[src/rtl/lw_sram.sv]
module lw_sram #(
  parameter int AW = 5,
  parameter int LANES = 4,
  parameter int LW = 9
) (
  input  logic                  clk,
  input  logic                  rst_n,
  input  logic                  late_sel,
  input  logic                  sleep,
  input  logic                  oe_n,
  input  logic                  cs_n,
  input  logic                  we_n,
  input  logic [LANES-1:0]      be_n,
  input  logic [AW-2:0]         addr,
  input  logic                  way,
  input  logic [LANES*LW-1:0]   din,
  output logic [LANES*LW-1:0]   dq_o,
  output logic                  dq_oe
);
  localparam int DW = LANES * LW;
  localparam int DEPTH = 1 << AW;

  logic [DW-1:0] mem [DEPTH];

  logic             ph_v, bf_v, rd_v, rd_way, drv;
  logic [AW-1:0]    ph_a, bf_a;
  logic [LANES-1:0] ph_m, bf_m;
  logic [DW-1:0]    bf_d;
  logic [AW-2:0]    rd_lo;

  function automatic logic [DW-1:0] expand(input logic [LANES-1:0] m);
    for (int l = 0; l < LANES; l++) expand[l*LW +: LW] = {LW{m[l]}};
  endfunction

  wire rd_go = !sleep && !cs_n && we_n;
  wire wr_go = !sleep && !cs_n && !we_n;

  wire             cm_v = wr_go && (ph_v || bf_v);
  wire [AW-1:0]    cm_a = ph_v ? ph_a : bf_a;
  wire [LANES-1:0] cm_m = ph_v ? ph_m : bf_m;
  wire [DW-1:0]    cm_d = ph_v ? din  : bf_d;

  wire [AW-1:0] rd_full = {late_sel ? way : rd_way, rd_lo};
  wire [DW-1:0] bmask   = expand(bf_m);
  wire          hit     = bf_v && (bf_a == rd_full);
  wire [DW-1:0] rd_word = hit ? ((mem[rd_full] & ~bmask) | (bf_d & bmask)) : mem[rd_full];

  assign dq_oe = drv && !oe_n && !sleep;

  always_ff @(posedge clk) begin
    if (cm_v)
      for (int l = 0; l < LANES; l++)
        if (cm_m[l]) mem[cm_a][l*LW +: LW] <= cm_d[l*LW +: LW];
  end

  always_ff @(posedge clk or negedge rst_n) begin
    if (!rst_n) begin
      ph_v <= 1'b0; ph_a <= '0; ph_m <= '0;
      bf_v <= 1'b0; bf_a <= '0; bf_m <= '0; bf_d <= '0;
      rd_v <= 1'b0; rd_lo <= '0; rd_way <= 1'b0;
      drv  <= 1'b0; dq_o <= '0;
    end else if (sleep) begin
      drv <= 1'b0;
    end else begin
      ph_v <= wr_go;
      if (wr_go) begin
        ph_a <= {way, addr};
        ph_m <= ~be_n;
      end
      if (ph_v) begin
        bf_v <= 1'b1;
        bf_a <= ph_a;
        bf_m <= ph_m;
        bf_d <= din;
      end
      rd_v <= rd_go;
      if (rd_go) begin
        rd_lo  <= addr;
        rd_way <= way;
      end
      drv <= rd_v;
      if (rd_v) dq_o <= rd_word;
    end
  end

  a_r7_deselect_hiz: assert property (@(posedge clk) disable iff (!rst_n)
    (!sleep && cs_n) |=> ##1 !dq_oe);

  a_r8_write_hiz: assert property (@(posedge clk) disable iff (!rst_n)
    wr_go |=> ##1 !dq_oe);

  a_r4_read_drives: assert property (@(posedge clk) disable iff (!rst_n)
    rd_go ##1 !sleep |=> (dq_oe || oe_n || sleep));

  a_r4_hold_data: assert property (@(posedge clk) disable iff (!rst_n)
    !rd_v |=> $stable(dq_o));

  a_r12_sleep_freeze: assert property (@(posedge clk) disable iff (!rst_n)
    sleep |=> ($stable(bf_d) && $stable(bf_a) && $stable(ph_v) && $stable(dq_o)));
endmodule

[config.mk]
export PLATFORM = sky130hd
export DESIGN_NAME = lw_sram
export DESIGN_NICKNAME = d
export VERILOG_FILES = /design/src/rtl/lw_sram.sv
export SDC_FILE = /design/constraint.sdc
export NUM_CORES = 1
export LEC_CHECK = 0
export BUFFER_PORTS_ARGS = -buffer_cell sky130_fd_sc_hd__buf_2
export CAP_MARGIN = 20
export CELL_PAD_IN_SITES_DETAIL_PLACEMENT = 2
export CELL_PAD_IN_SITES_GLOBAL_PLACEMENT = 2
export CORE_MARGIN = 4
export CORE_UTILIZATION = 53
export CTS_CLUSTER_DIAMETER = 60
export CTS_CLUSTER_SIZE = 10
export DETAILED_ROUTE_END_ITERATION = 8
export GPL_TIMING_DRIVEN = 0
export PLACE_DENSITY = 0.81
export SLEW_MARGIN = 40
export SYNTH_ARGS = -nofsm -noshare
export SYNTH_HDL_FRONTEND = slang
export SYNTH_SLANG_ARGS = --single-unit
[constraint.sdc]
create_clock -name clk -period 8.4 [get_ports clk]
set_input_delay 0 -clock clk [delete_from_list [all_inputs] [get_ports clk]]
set_output_delay 0 -clock clk [all_outputs]
set_load 0.02 [all_outputs]
==> results.ini, run 1 <==
[outcome]
status = finished clean

[sta]
slew-limit-headroom_pct = 29.0
max_freq_mhz = 204
whs_ns = 0.0355
fin_tns_setup_ns = 0
rsz0062_at_grt = false
worst_pin_slew_ns = 1.06
maxSlewViolCount = 0
finalCriticalPeriod_ns = 4.89
clock_skew_ns = 0.0567
setup_viol = 0
finalCritPeriodShare_pct = 58.2
hold_violations = 0

[logic_synthesis]
synth-seq-cells = 1251
seq_area_frac_synth_pct = 76.2
synth.yosys.warnings = 0
synth_top_family_by_area = multiplexers
syn-mean-instance-area_sq_um = 20.5
synth_nets = 2430
ys_types = 40
muxShareOfSynthArea_pct = 14.5
synth_compound_area_share_pct = 4.05
syn_inst = 2378
syn_area_sq_um = 48700
synth-xor-area-share_pct = 0.129
synthSimpleGateAreaFrac_pct = 3.69
synth_adder_area_share_pct = 0

[grt]
grt_pass1_wl_um = 294000
use_met3_pct = 13.5
grt_pass1_vias = 31996
grt_overflow = 0
grtUsageMet1_pct = 58.1
grt_use_met2_pct = 68.0
antenna_found_initial = 9
busiest_layer = met2
grt_start_max_net_pins = 64
grtUsageTotal_pct = 44.8

[route]
ant_nets = 0
drt-initial-drc-count = 7384
drc = 0
post_drt_via_cell_ratio = 8.28
wirelength_um = 233000
drt-pass1-iter-count = 9
wl_per_cell_um = 58.1
vias = 33190

[critical_path]
path_delay_family = buffers and inverters
critPathBufInv = 4
worstPathCellList = clkbuf_1 -> clkbuf_1 -> nand2_1 -> o32ai_1 -> nand2_1 -> clkbuf_2 -> nor3_2 -> buf_2
r2r-end = mem[19][34]$_DFFE_PP_
start_kind = flip-flop
cpPeakStageDelay_ns = 0.79
end_kind = flip-flop
reg2reg_depth = 8
worstSetupPathType = reg2reg
cp.arrival_ns = 5.35
startpoint = ph_v$_DFFE_PN0N_
rr_startpoint = ph_v$_DFFE_PN0N_
r2r_slack_ns = 3.51
crit_fanout = 10
crit_required_ns = 8.86
slowest_stage = nor3_2

[clock_network]
cts.path.max_buffers = 3
cts_sinks = 1251
cts_max_level = 4
path_clk_slew_ns = 0.07
cts_hold_buf = 64
cts-resized-gates = 0
cts_setup_buffers = 0
root_buffer = clkbuf_16
cts_buffers = 143
tritoncts = built
clk_latency_ns = 0.81

[power]
power.density_nw_per_um2 = 305
p_leak_nw = 18.4
peakVddDrop_mv = 0.226

[placement]
dpl.hpwl_um = 121000
routabilityCongestion = 0.871
portBuffers = 87

[floorplanning]
core_sq_um = 90600
dieArea_sq_um = 96800
die_y_um = 311
ios = 89
die_w_um = 311
start_util_pct = 53.8
placementRows = 110

[finish]
final_cell_mix = 1152 x edfxtp_1, 288 x mux4_2, 145 x clkbuf_16, 144 x a22o_1, 138 x clkbuf_1
layout_commonest_cell = edfxtp_1
drive_gt1_share_pct = 32.7
syn_to_final_growth_pct = 16.8
final_nets = 2775
fin_util_pct = 62.8

[min_path]
hold_path_depth = 3
hold_path_end = bf_d[6]$_DFFE_PN0N_
hp-start = din[6]
hold_path.class = in2reg

[run]
drv_cap = 0

tightest hold or removal path: cells and delay by family:
family   cells  cell delay, ns
buf+inv      2            0.64
mux          1            0.14
final cells by class:
cell class / instances / area [sq um]
repair buffers: 200 / 1670
diodes: 4 / 10.0
multi-input cells: 956 / 11700
fillers: 6960 / 33700
flip-flops and latches: 1251 / 37100
plain buffers: 150 / 702
well taps: 1176 / 1470
inverters: 21 / 78.8
clock inverters: 14 / 168
clock buffers: 238 / 3980
stage by stage:
stage                     area [sq um]  setup WS, ns  total power [mW]  std cells
after floorplan                  48700          5.45              9.11       2378
after global placement           50600          2.55              10.1       3641
after global routing             56800          3.59              17.4       4006
final                            56800          3.51              17.3       4010
after CTS                        56500          3.67              16.5       4003
after detailed placement         51700          3.92              10.5       3687
state kept, by name, indices dropped and copies added, names as in the netlist, 4 cells and up:
name and count:
mem 1152, ph_a 5, ph_m 4, bf_a 5
rd_lo 4, dq_o 36, bf_d 36, bf_m 4
synthesized netlist by cell type, drive strengths merged:
library cell | count | area share [%]
nor3b | 2 | 0.031
a2111oi | 18 | 0.56
a21o | 1 | 0.015
a22o | 144 | 2.6
nand3 | 13 | 0.14
and3 | 2 | 0.026
or2 | 1 | 0.013
buf | 50 | 0.50
o22ai | 18 | 0.23
a31oi | 1 | 0.013
nor4 | 72 | 0.93
or3 | 3 | 0.039
nand4 | 2 | 0.026
dfrtp | 99 | 5.1
nor2 | 127 | 0.98
nand2b | 4 | 0.051
edfxtp | 1152 | 71
o21ai | 49 | 0.50
nor3 | 44 | 0.45
and3b | 1 | 0.018
mux2i | 2 | 0.067
nor4b | 4 | 0.20
o32a | 1 | 0.021
xnor2 | 5 | 0.13
mux2 | 50 | 1.2
clkbuf | 100 | 0.77
o32ai | 5 | 0.090
nor2b | 2 | 0.026
inv | 21 | 0.16
o21a | 2 | 0.031
and2 | 4 | 0.051
nand2 | 90 | 0.69
mux4 | 288 | 13
nand3b | 1 | 0.015
logic make-up (layout without fill, tap and decap cells):
family	after synthesis	count (layout)
flip-flops	1251	1251
other	0	4
AND/OR/NAND/NOR	372	372
buffers and inverters	171	623
multiplexers	340	340
XOR/XNOR	5	5
AO/OA/AOI/OAI	239	239
how the worst max path moves through the flow:
stage	end	slack, ns	cells past startpoint
3_5_place_dp	mem[21][6]$_DFFE_PP_	3.92	6
4_1_cts	mem[20][5]$_DFFE_PP_	3.67	6
5_1_grt	mem[19][34]$_DFFE_PP_	3.59	8
2_1_floorplan	mem[0][26]$_DFFE_PP_	5.45	5
3_3_place_gp	mem[6][12]$_DFFE_PP_	2.55	5
6_report	mem[19][34]$_DFFE_PP_	3.51	8
power by group:
| part | internal (mW) | switching (mW) | total, mW |
|---|---|---|---|
| clock network | 3.25 | 3.15 | 6.40 |
| registers | 7.31 | 0.218 | 7.53 |
| logic | 0.992 | 2.40 | 3.39 |
| total | 11.6 | 5.77 | 17.3 |
per-layer routing:
metal | wire [um] | share of wire [%]
met5 | 138 | 0.059
met4 | 20900 | 9.0
met3 | 34500 | 15
met2 | 102000 | 44
met1 | 75200 | 32
No activity file was read; power rests on OpenSTA's default activity.
==> inputs of run 2 (changes only) <==
Settings changed: CORE_UTILIZATION 53 to 45, PLACE_DENSITY 0.81 to 0.73.
Clock period 8.4 ns to 4.3 ns, I/O delays scaled along.
==> run 2 against run 1 <==
Combinational power up 76%. Worst hold slack better by 0.0060 ns. Count of clock-buffer cells in the layout down 12. Cell area up 0.51%. Largest power group unchanged. Flip-flop and latch count unchanged. Global-route usage down 13 points. Setup slack worse by 3.4 ns. Routed wire length down 23%. Fmax up 16%. Clock skew down 0.031 ns.
==> results.ini, run 2 (same netlist as run 1, synthesis figures left out) <==
[outcome]
status = finished clean

[finish]
drive_gt1_share_pct = 32.5
syn_to_final_growth_pct = 17.4
final_cell_mix = 1152 x edfxtp_1, 288 x mux4_2, 155 x clkbuf_16, 144 x a22o_1, 136 x buf_2
layout_commonest_cell = edfxtp_1
largest_reg_flops = 1152
fin_util_pct = 53.3
top_register = mem
antenna_cells = 0
top_regs = mem (1152), bf_d (36), dq_o (36)
final_nets = 2770
fin_cells = 4206
nFillCells = 9129

[floorplanning]
start_util_pct = 45.4
die_y_um = 337
core_sq_um = 107000
placementRows = 120
die_w_um = 337
dieArea_sq_um = 114000
ios = 89

[clock_network]
root_buffer = clkbuf_16
cts_max_level = 4
clk_latency_ns = 0.76
cts_sinks = 1251
cts_buffers = 144
tritoncts = built
path_clk_slew_ns = 0.06
cts.path.max_buffers = 3

[power]
peakVddDrop_mv = 0.435
power.density_nw_per_um2 = 562
p_leak_nw = 18.4

[sta]
rsz0062_at_grt = false
finalCritPeriodShare_pct = 98.3
finalCriticalPeriod_ns = 4.23
clock_skew_ns = 0.0262
hold_violations = 0
setup_ws_ns = 0.0710
slew-limit-headroom_pct = 34.8
max_freq_mhz = 236
setup_viol = 0
whs_ns = 0.0415
worst_pin_slew_ns = 0.976
maxSlewViolCount = 0

[min_path]
hold_path.class = in2reg

[critical_path]
crit_fanout = 10
start_kind = flip-flop
worstSetupPathType = reg2reg
crit_required_ns = 4.67
cp.arrival_ns = 4.60
end_kind = flip-flop

[route]
wl_per_cell_um = 42.6
drt-initial-drc-count = 4491
post_drt_via_cell_ratio = 6.83
wirelength_um = 179000
drc = 0
drt-pass1-iter-count = 5
vias = 28747
ant_nets = 0

[grt]
grt_overflow = 0
antenna_found_initial = 4
grt_pass1_wl_um = 250000
grtUsageTotal_pct = 31.8
grt_start_max_net_pins = 63
grt_pass1_vias = 30425

[placement]
dp.cells = 3907
dpl.hpwl_um = 116000
pre_cts_ws_ns = -0.0344
routabilityCongestion = 0.850
portBuffers = 87

[run]
drv_cap = 0

-- run 2: cell type report --
class | count | area [sq um] | area share [%]
buffer | 150 | 694 | 1.22
timing repair buffer | 194 | 1660 | 2.91
tap | 1403 | 1760 | 3.07
multi-input combinational | 956 | 11700 | 20.4
clock buffer | 226 | 4170 | 7.29
inverter | 21 | 78.8 | 0.138
clock inverter | 5 | 42.5 | 0.0745
sequential | 1251 | 37100 | 64.9
-- run 2: worst max-delay path, cell delays in order, from the launching register on --
cell and delay [ns]:
dfrtp_1 0.34, clkbuf_1 0.38, clkbuf_1 0.47, nand2_1 0.19, o21ai_1 0.64, nand3_1 0.88, nor2_2 0.94
-- run 2: final timing paths --
path                                 startpoint               endpoint  slack (ns)  cells past startpoint
setup / recovery               ph_v$_DFFE_PN0N_  mem[21][32]$_DFFE_PP_        0.07                      6
hold / removal                           din[4]    bf_d[4]$_DFFE_PN0N_        0.04                      3
setup reg to reg               ph_v$_DFFE_PN0N_  mem[21][32]$_DFFE_PP_        0.07                      6
hold reg to reg            bf_d[34]$_DFFE_PN0N_   bf_d[34]$_DFFE_PN0N_        0.55                      1
max in group asynchronous                 rst_n   bf_d[21]$_DFFE_PN0N_        3.48                      4
min in group asynchronous                 rst_n    bf_d[2]$_DFFE_PN0N_        0.36                      4
-- run 2: metrics by stage --
step	area [sq um]	setup TNS, ns	power (mW)
2_1_floorplan	48700	0	17.8
3_3_place_gp	50900	-403.33	19.8
3_5_place_dp	52000	-0.300	20.5
4_1_cts	56900	0	32.0
5_1_grt	57100	0	32.9
6_report	57100	0	32.1
-- run 2: power breakdown --
group / leakage (nW) / internal [mW] / switching, mW
logic: 4.77 / 1.93 / 4.05
registers: 11.6 / 14.3 / 0.318
clock network: 2.02 / 6.59 / 4.96
-- run 2: metal layers --
layer | wire length (um) | up-vias | global-route usage (%)
met4 | 8300 | 4 | 14.6
met5 | 27 | - | 0
met3 | 17700 | 470 | 7.47
met1 | 68200 | 15524 | 42.8
met2 | 84800 | 2187 | 49.8
li1 | - | 10562 | -
-- run 2: repair_timing --
action	4_1_cts	5_1_grt
hold buffers	67	0
hold endpoints to repair	523	0
setup buffers	0	0
setup endpoints to repair	9	0
resized for setup	1	0
